File: config.mk
export PLATFORM = sky130hd
export DESIGN_NAME = sync_ser_tx
export DESIGN_NICKNAME = d
export VERILOG_FILES = /design/src/rtl/ssx_pkg.sv /design/src/rtl/ssx_edgegen.sv /design/src/rtl/ssx_shifter.sv /design/src/rtl/sync_ser_tx.sv
export SDC_FILE = /design/constraint.sdc
export NUM_CORES = 1
export LEC_CHECK = 0
export BUFFER_PORTS_ARGS = -buffer_cell sky130_fd_sc_hd__buf_4
export CAP_MARGIN = 20
export CORE_MARGIN = 5
export CORE_UTILIZATION = 50
export CTS_CLUSTER_DIAMETER = 60
export DETAILED_ROUTE_END_ITERATION = 7
export GPL_TIMING_DRIVEN = 0
export HOLD_SLACK_MARGIN = 0.08
export PLACE_DENSITY = 0.72
export SLEW_MARGIN = 10
export SYNTH_ARGS = -nofsm -noshare
export SYNTH_HDL_FRONTEND = slang
export SYNTH_SLANG_ARGS = --single-unit
File: constraint.sdc
create_clock -name clk -period 1.5 [get_ports clk]
set_clock_uncertainty 0.05 [all_clocks]
set_input_delay 0.225 -clock clk [delete_from_list [all_inputs] [get_ports clk]]
set_output_delay 0.225 -clock clk [all_outputs]
set_load 0.01 [all_outputs]
File: src/rtl/ssx_pkg.sv
package ssx_pkg;
  localparam int unsigned MAX_BITS = 16;
  localparam int unsigned NB_W     = $clog2(MAX_BITS + 1);
  localparam int unsigned EC_W     = NB_W + 1;

  // frame length decode: 8..15 literal, 0 -> 16, others -> 8
  function automatic logic [NB_W-1:0] frame_bits(input logic [3:0] code);
    if (code == 4'd0) return NB_W'(MAX_BITS);
    else if (code[3]) return NB_W'(code);
    else return NB_W'(8);
  endfunction
endpackage

File: src/rtl/ssx_edgegen.sv
module ssx_edgegen #(
  parameter int unsigned DIV_W  = 8,
  parameter int unsigned SYNC_N = 2
) (
  input  logic             clk,
  input  logic             rst_n,
  input  logic             en,
  input  logic             master,
  input  logic             busy,
  input  logic [DIV_W-1:0] half_div,
  input  logic             sck_in,
  output logic             edge_o
);
  logic [DIV_W-1:0] cnt_q, cnt_d;
  logic             tick;
  logic [SYNC_N:0]  sync_q, sync_d;
  logic             ext_edge;

  // master divider: one tick per half period while a frame runs
  always_comb begin
    cnt_d = cnt_q;
    tick  = 1'b0;
    if (!(en && master && busy)) begin
      cnt_d = '0;
    end else if (cnt_q == half_div) begin
      cnt_d = '0;
      tick  = 1'b1;
    end else begin
      cnt_d = cnt_q + 1'b1;
    end
  end

  // slave path: synchronizer stages plus one history stage
  always_comb begin
    sync_d = {sync_q[SYNC_N-1:0], sck_in};
  end

  assign ext_edge = sync_q[SYNC_N] ^ sync_q[SYNC_N-1];
  assign edge_o   = master ? tick : (en && busy && ext_edge);

  always_ff @(posedge clk or negedge rst_n) begin
    if (!rst_n) begin
      cnt_q  <= '0;
      sync_q <= '0;
    end else begin
      cnt_q  <= cnt_d;
      sync_q <= sync_d;
    end
  end
endmodule

File: src/rtl/ssx_shifter.sv
module ssx_shifter
  import ssx_pkg::*;
(
  input  logic                clk,
  input  logic                rst_n,
  input  logic                en,
  input  logic                cpha,
  input  logic [NB_W-1:0]     nbits,
  input  logic                load,
  input  logic [MAX_BITS-1:0] ld_data,
  input  logic                edge_i,
  output logic                busy_o,
  output logic                done_o,
  output logic                lvl_o,
  output logic                sdo_o
);
  logic                busy_q, busy_d;
  logic [EC_W-1:0]     ecnt_q, ecnt_d;
  logic                lvl_q, lvl_d;
  logic                sdo_q, sdo_d;
  logic [MAX_BITS-1:0] sreg_q, sreg_d;
  logic [EC_W-1:0]     last_e;
  logic                step, emit, done;

  assign last_e = {nbits, 1'b0} - EC_W'(1);
  assign step   = busy_q && edge_i;
  assign done   = step && (ecnt_q == last_e);
  // cpha 1: new bit on every even edge; cpha 0: on odd edges except the last
  assign emit   = step && (cpha ? !ecnt_q[0] : (ecnt_q[0] && (ecnt_q != last_e)));

  always_comb begin
    busy_d = busy_q;
    ecnt_d = ecnt_q;
    lvl_d  = lvl_q;
    sdo_d  = sdo_q;
    sreg_d = sreg_q;
    if (!en) begin
      busy_d = 1'b0;
      ecnt_d = '0;
      lvl_d  = 1'b0;
    end else if (load) begin
      busy_d = 1'b1;
      ecnt_d = '0;
      lvl_d  = 1'b0;
      sreg_d = cpha ? ld_data : (ld_data >> 1);
      sdo_d  = cpha ? sdo_q : ld_data[0];
    end else if (step) begin
      ecnt_d = done ? '0 : ecnt_q + 1'b1;
      lvl_d  = !lvl_q;
      if (done) busy_d = 1'b0;
      if (emit) begin
        sdo_d  = sreg_q[0];
        sreg_d = sreg_q >> 1;
      end
    end
  end

  always_ff @(posedge clk or negedge rst_n) begin
    if (!rst_n) begin
      busy_q <= 1'b0;
      ecnt_q <= '0;
      lvl_q  <= 1'b0;
      sdo_q  <= 1'b0;
    end else begin
      busy_q <= busy_d;
      ecnt_q <= ecnt_d;
      lvl_q  <= lvl_d;
      sdo_q  <= sdo_d;
    end
  end

  always_ff @(posedge clk) begin
    if (load || emit) sreg_q <= sreg_d;
  end

  assign busy_o = busy_q;
  assign done_o = done;
  assign lvl_o  = lvl_q;
  assign sdo_o  = sdo_q;

  // the buffer controller only loads into a free or finishing shifter
  assert_load_slot_R7: assert property (@(posedge clk) disable iff (!rst_n)
    load |-> (!busy_q || done));
  // the clock level has returned to rest whenever no frame runs
  assert_rest_level_R6: assert property (@(posedge clk) disable iff (!rst_n)
    !busy_q |-> !lvl_q);
endmodule

File: src/rtl/sync_ser_tx.sv
module sync_ser_tx
  import ssx_pkg::*;
#(
  parameter int unsigned DIV_W = 8
) (
  input  logic                clk,
  input  logic                rst_n,
  input  logic                tx_en,
  input  logic                master,
  input  logic                cpol,
  input  logic                cpha,
  input  logic [3:0]          len_code,
  input  logic [DIV_W-1:0]    half_div,
  input  logic                wr_en,
  input  logic [MAX_BITS-1:0] wr_data,
  input  logic                clr_tend,
  input  logic                txe_ie,
  input  logic                tend_ie,
  input  logic                ovr_in,
  input  logic                sck_in,
  output logic                sck_out,
  output logic                sck_oe,
  output logic                sdo,
  output logic                buf_empty,
  output logic                tend,
  output logic                irq_txe,
  output logic                irq_tend
);
  localparam int unsigned SYNC_N = 2;

  logic [1:0]          rs_q;
  logic                rst_sn;
  logic [MAX_BITS-1:0] buf_q;
  logic                buf_we;
  logic                empty_q, empty_d;
  logic                tend_q, tend_d;
  logic [NB_W-1:0]     nbits;
  logic                busy, done, lvl, edge_p, load;

  // reset asserts at once and releases on a clock edge
  always_ff @(posedge clk or negedge rst_n) begin
    if (!rst_n) rs_q <= '0;
    else        rs_q <= {rs_q[0], 1'b1};
  end
  assign rst_sn = rs_q[1];

  assign nbits  = frame_bits(len_code);
  assign buf_we = tx_en && wr_en;
  assign load   = tx_en && !ovr_in && !empty_q && (!busy || done);

  always_comb begin
    empty_d = empty_q;
    tend_d  = tend_q;
    if (!tx_en) begin
      empty_d = 1'b1;
      tend_d  = 1'b0;
    end else begin
      if (wr_en)     empty_d = 1'b0;
      else if (load) empty_d = 1'b1;
      if (wr_en || clr_tend)      tend_d = 1'b0;
      else if (done && empty_q)   tend_d = 1'b1;
    end
  end

  always_ff @(posedge clk or negedge rst_sn) begin
    if (!rst_sn) begin
      empty_q <= 1'b1;
      tend_q  <= 1'b0;
    end else begin
      empty_q <= empty_d;
      tend_q  <= tend_d;
    end
  end

  always_ff @(posedge clk) begin
    if (buf_we) buf_q <= wr_data;
  end

  ssx_edgegen #(.DIV_W(DIV_W), .SYNC_N(SYNC_N)) u_edge (
    .clk      (clk),
    .rst_n    (rst_sn),
    .en       (tx_en),
    .master   (master),
    .busy     (busy),
    .half_div (half_div),
    .sck_in   (sck_in),
    .edge_o   (edge_p)
  );

  ssx_shifter u_shift (
    .clk     (clk),
    .rst_n   (rst_sn),
    .en      (tx_en),
    .cpha    (cpha),
    .nbits   (nbits),
    .load    (load),
    .ld_data (buf_q),
    .edge_i  (edge_p),
    .busy_o  (busy),
    .done_o  (done),
    .lvl_o   (lvl),
    .sdo_o   (sdo)
  );

  assign sck_out   = cpol ^ (master & lvl);
  assign sck_oe    = master;
  assign buf_empty = empty_q;
  assign tend      = tend_q;
  assign irq_txe   = empty_q & txe_ie;
  assign irq_tend  = tend_q & tend_ie;

  assert_tend_rise_R8: assert property (@(posedge clk) disable iff (!rst_sn)
    $rose(tend_q) |-> $past(empty_q));
  assert_overrun_hold_R10: assert property (@(posedge clk) disable iff (!rst_sn)
    (ovr_in && !busy) |=> !busy);
  assert_disable_clears_R12: assert property (@(posedge clk) disable iff (!rst_sn)
    !tx_en |=> (empty_q && !tend_q && !busy));
  assert_idle_clock_R6: assert property (@(posedge clk) disable iff (!rst_sn)
    !busy |-> (sck_out == cpol));
  assert_load_empties_R3: assert property (@(posedge clk) disable iff (!rst_sn)
    (load && !wr_en) |=> empty_q);
  assert_write_clears_R9: assert property (@(posedge clk) disable iff (!rst_sn)
    (wr_en && tx_en) |=> (!tend_q && !empty_q));
endmodule

==> results.yml <==
outcome:
  status: "finished, violations left"
  violations: "setup timing"
finish:
  n_fill_cell: 376
  post-route-util_pct: 71.57
  regArea_mm2: 0.001565
  fin_cells: 378
  drive_gt1_share_pct: 48.04
  finalInstanceArea_mm2: 0.003892
  area_growth_pct: 41.22
  multi_input_area_mm2: 0.001318
  num-nets-final: 348
  antennaDiodeCount: 0
yosys:
  async_reset_ff_share_pct: 42.86
  ys_seq_elements: 56
  synth_cells: 204
  synthFlopType: "edfxtp_1"
  synth-edff-count: 32
  syn_area_mm2: 0.002756
  synth_commonest_cells: "32 x edfxtp_1, 23 x dfrtp_1, 18 x xnor2_1, 16 x nor2_1"
  synth_most_common_cell: "edfxtp_1"
  synth.area.top_cells: "edfxtp_1 35%, dfrtp_1 21%, mux2_4 8.2%, mux2_2 6.1%, xnor2_1 5.7%"
  seq_area_frac_synth_pct: 56.70
  synth_top_area_share_pct: 34.86
  ys_types: 41
  synth.largest_area_cell: "edfxtp_1"
  avgSynthCellArea_um2: 13.51
  syn_nets: 247
  yosysWarnings: 0
detailed_routing:
  drc: 0
  drt_iter0_markers: 56
  routedWlPerCell_um: 14.70
  first_pass_iters: 4
  vias_per_cell: 5.093
  drtAntennaViolNets: 0
  wirelength_um: 5556
  vias: 1925
clock_tree:
  cts_htree_levels: 2
  cts_buffers: 5
  tritoncts: "built"
  cts.reportedPaths.clkPinSlew_ps: 100
  cts_sinks: 56
  cts_buffer_depth: 2
  root_buffer: "clkbuf_8"
  clkLatencyLatePin_ps: 310
power:
  irDropWorstVdd_mv: 0.7091
  swShare_pct: 23.31
  p_leak_nw: 1.627
  power.density_mw_per_mm2: 791.3
  seqPwrFrac_pct: 56.8
  p_sw_uw: 717.9
  finalPower_mw: 3.080
  p_int_mw: 2.362
  pwr-share-comb_pct: 14.9
  clock_power_share_pct: 28.2
critical_path:
  arrival_ps: 2150
  reg2reg_depth: 7
  crit_fanout: 11
  path_class: "register to register"
  critPathLaunchType: "register"
  cp.required_ps: 1520
  cp-end-kind: "register"
grt:
  first_global_vias: 1949
  grt_antenna_before_repair: 0
  grt_max_degree: 23
  overflow: 0
  grt_usage_pct: 15.51
  grt_pass1_wl_um: 8921
placed_design:
  place.gp.congestion: 0.7735
  pre_cts_ws_ps: -987.4
  dpl.cell_count: 322
  numPortBuffers: 46
  postPlaceCellArea_mm2: 0.003266
  hpwl_um: 3495
floorplan:
  start_util_pct: 50.68
  die_w_um: 84.25
  die_h_um: 84.25
  ios: 47
  core_area_mm2: 0.005439
  die-area_mm2: 0.007098
  num_rows: 27
sta:
  grt_setup_unrepaired: "true"
  finalSetupViolations: 51
  fin_crit_sh_pct: 141.9
  fin_ws_ps: -628.0
  tightest_slew_ps: 899.8
  min_period_ps: 2128
  finalMaxSlewViolations: 0
  hold_slack_ps: 177.3
  hold_violations: 0
  fmax_mhz: 469.9
  slew_headroom_pct: 40.01
  setup-tns-final_ps: -25610
worst_hold_path:
  min_path_type: "input pin to asynchronous set/reset pin"
flow_run:
  drv_cap: 0
[flip-flops by register name (all words and copies together) (netlist names)]
name / flops
u_shift.sdo_o: 1
u_shift.ecnt_q: 6
u_edge.cnt_q: 8
tend: 1
u_shift.sreg_q: 16
rs_q: 2
u_shift.busy_o: 1
buf_q: 16
u_shift.lvl_o: 1
buf_empty: 1
u_edge.sync_q: 3
[metal layers]
layer / track usage (%) / share of wire (%) / vias to the layer above
met1: 18.97 / 43 / 942
li1: - / - / 939
met5: 0 / 0 / -
met3: 3.925 / 4.4 / 8
met2: 27.26 / 51 / 36
met4: 4.094 / 1.6 / 0
[cells in the final DEF, fill, tap and decap left out, types with 2 or more instances in the layout]
cell type,count
buf_4,67
edfxtp_1,32
dlygate4sd3_1,21
dfrtp_1,21
mux2_2,15
xnor2_1,15
mux2_4,15
nor2_1,12
xor2_1,9
nand3_1,8
nand2_1,7
buf_6,7
clkbuf_8,6
nor3_1,4
and3_1,4
nand4_1,3
xnor2_2,3
nor2_2,3
and2_1,3
o21ai_0,3
nand2_4,2
o21ai_4,2
nand2b_1,2
and2_2,2
a21oi_2,2
o21ai_1,2
a31oi_1,2
a21oi_1,2
ha_1,2
dfrtp_2,2
[cells by family (layout without fill, tap and decap cells)]
family | Yosys count | count (layout) | share of synthesized area [%]
XOR/XNOR | 27 | 27 | 8.579
multiplexers | 31 | 31 | 14.66
other | 1 | 1 | 0.1360
AO/OA/AOI/OAI | 18 | 19 | 4.494
adder cells (fa/ha/maj) | 3 | 3 | 1.362
buffers and inverters | 6 | 107 | 1.679
flip-flops | 56 | 56 | 56.70
AND/OR/NAND/NOR | 62 | 62 | 12.39
[final cells by class]
cell class | instances | area share [%]
flip-flops and latches | 56 | 40.21
multi-input cells | 143 | 33.85
repair buffers | 93 | 19.87
well taps | 72 | 2.314
clock buffers | 6 | 2.122
plain buffers | 5 | 1.189
clock inverters | 2 | 0.3536
inverters | 1 | 0.09643
[path summary, 6_finish.rpt]
| kind | slack, ps | startpoint | to |
|---|---|---|---|
| max in group asynchronous | 460 | rs_q[1]$_DFF_PN0_ | u_shift.busy_o$_DFFE_PN0P_ |
| worst min-delay path | 180 | rst_n | rs_q[1]$_DFF_PN0_ |
| min in group clk | 190 | ovr_in | u_shift.sdo_o$_DFFE_PN0P_ |
| worst max-delay path | -630 | u_edge.cnt_q[4]$_DFF_PN0_ | u_shift.sreg_q[12]$_DFFE_PP_ |
| worst min register to register | 310 | rs_q[0]$_DFF_PN0_ | rs_q[1]$_DFF_PN0_ |
| worst max register to register | -630 | u_edge.cnt_q[4]$_DFF_PN0_ | u_shift.sreg_q[12]$_DFFE_PP_ |
[power by group through the flow]
stage                     Clock [mW]  Combinational, mW  Sequential (mW)
after floorplan                    0              0.212             1.77
after global placement             0              0.358             1.78
after detailed placement           0              0.366             1.78
after CTS                      0.885              0.438             1.75
after global routing           0.956              0.495             1.76
final                          0.869              0.460             1.75
[critical path: stages (launching register included)]
cell and delay [ps]:
dfrtp_1 410, xnor2_1 150, nand4_1 180, o21a_4 280, o31ai_4 240, nand2_2 110
buf_6 170, mux2_4 300
[repair_timing]
action,4_1_cts,5_1_grt
setup endpoints to repair,51,51
cloned,1,0
pin swaps,14,21
hold endpoints to repair,21,0
resized for setup,12,13
buffers inserted,17,10
hold buffers,21,0
No activity file was read; power rests on OpenSTA's default activity.
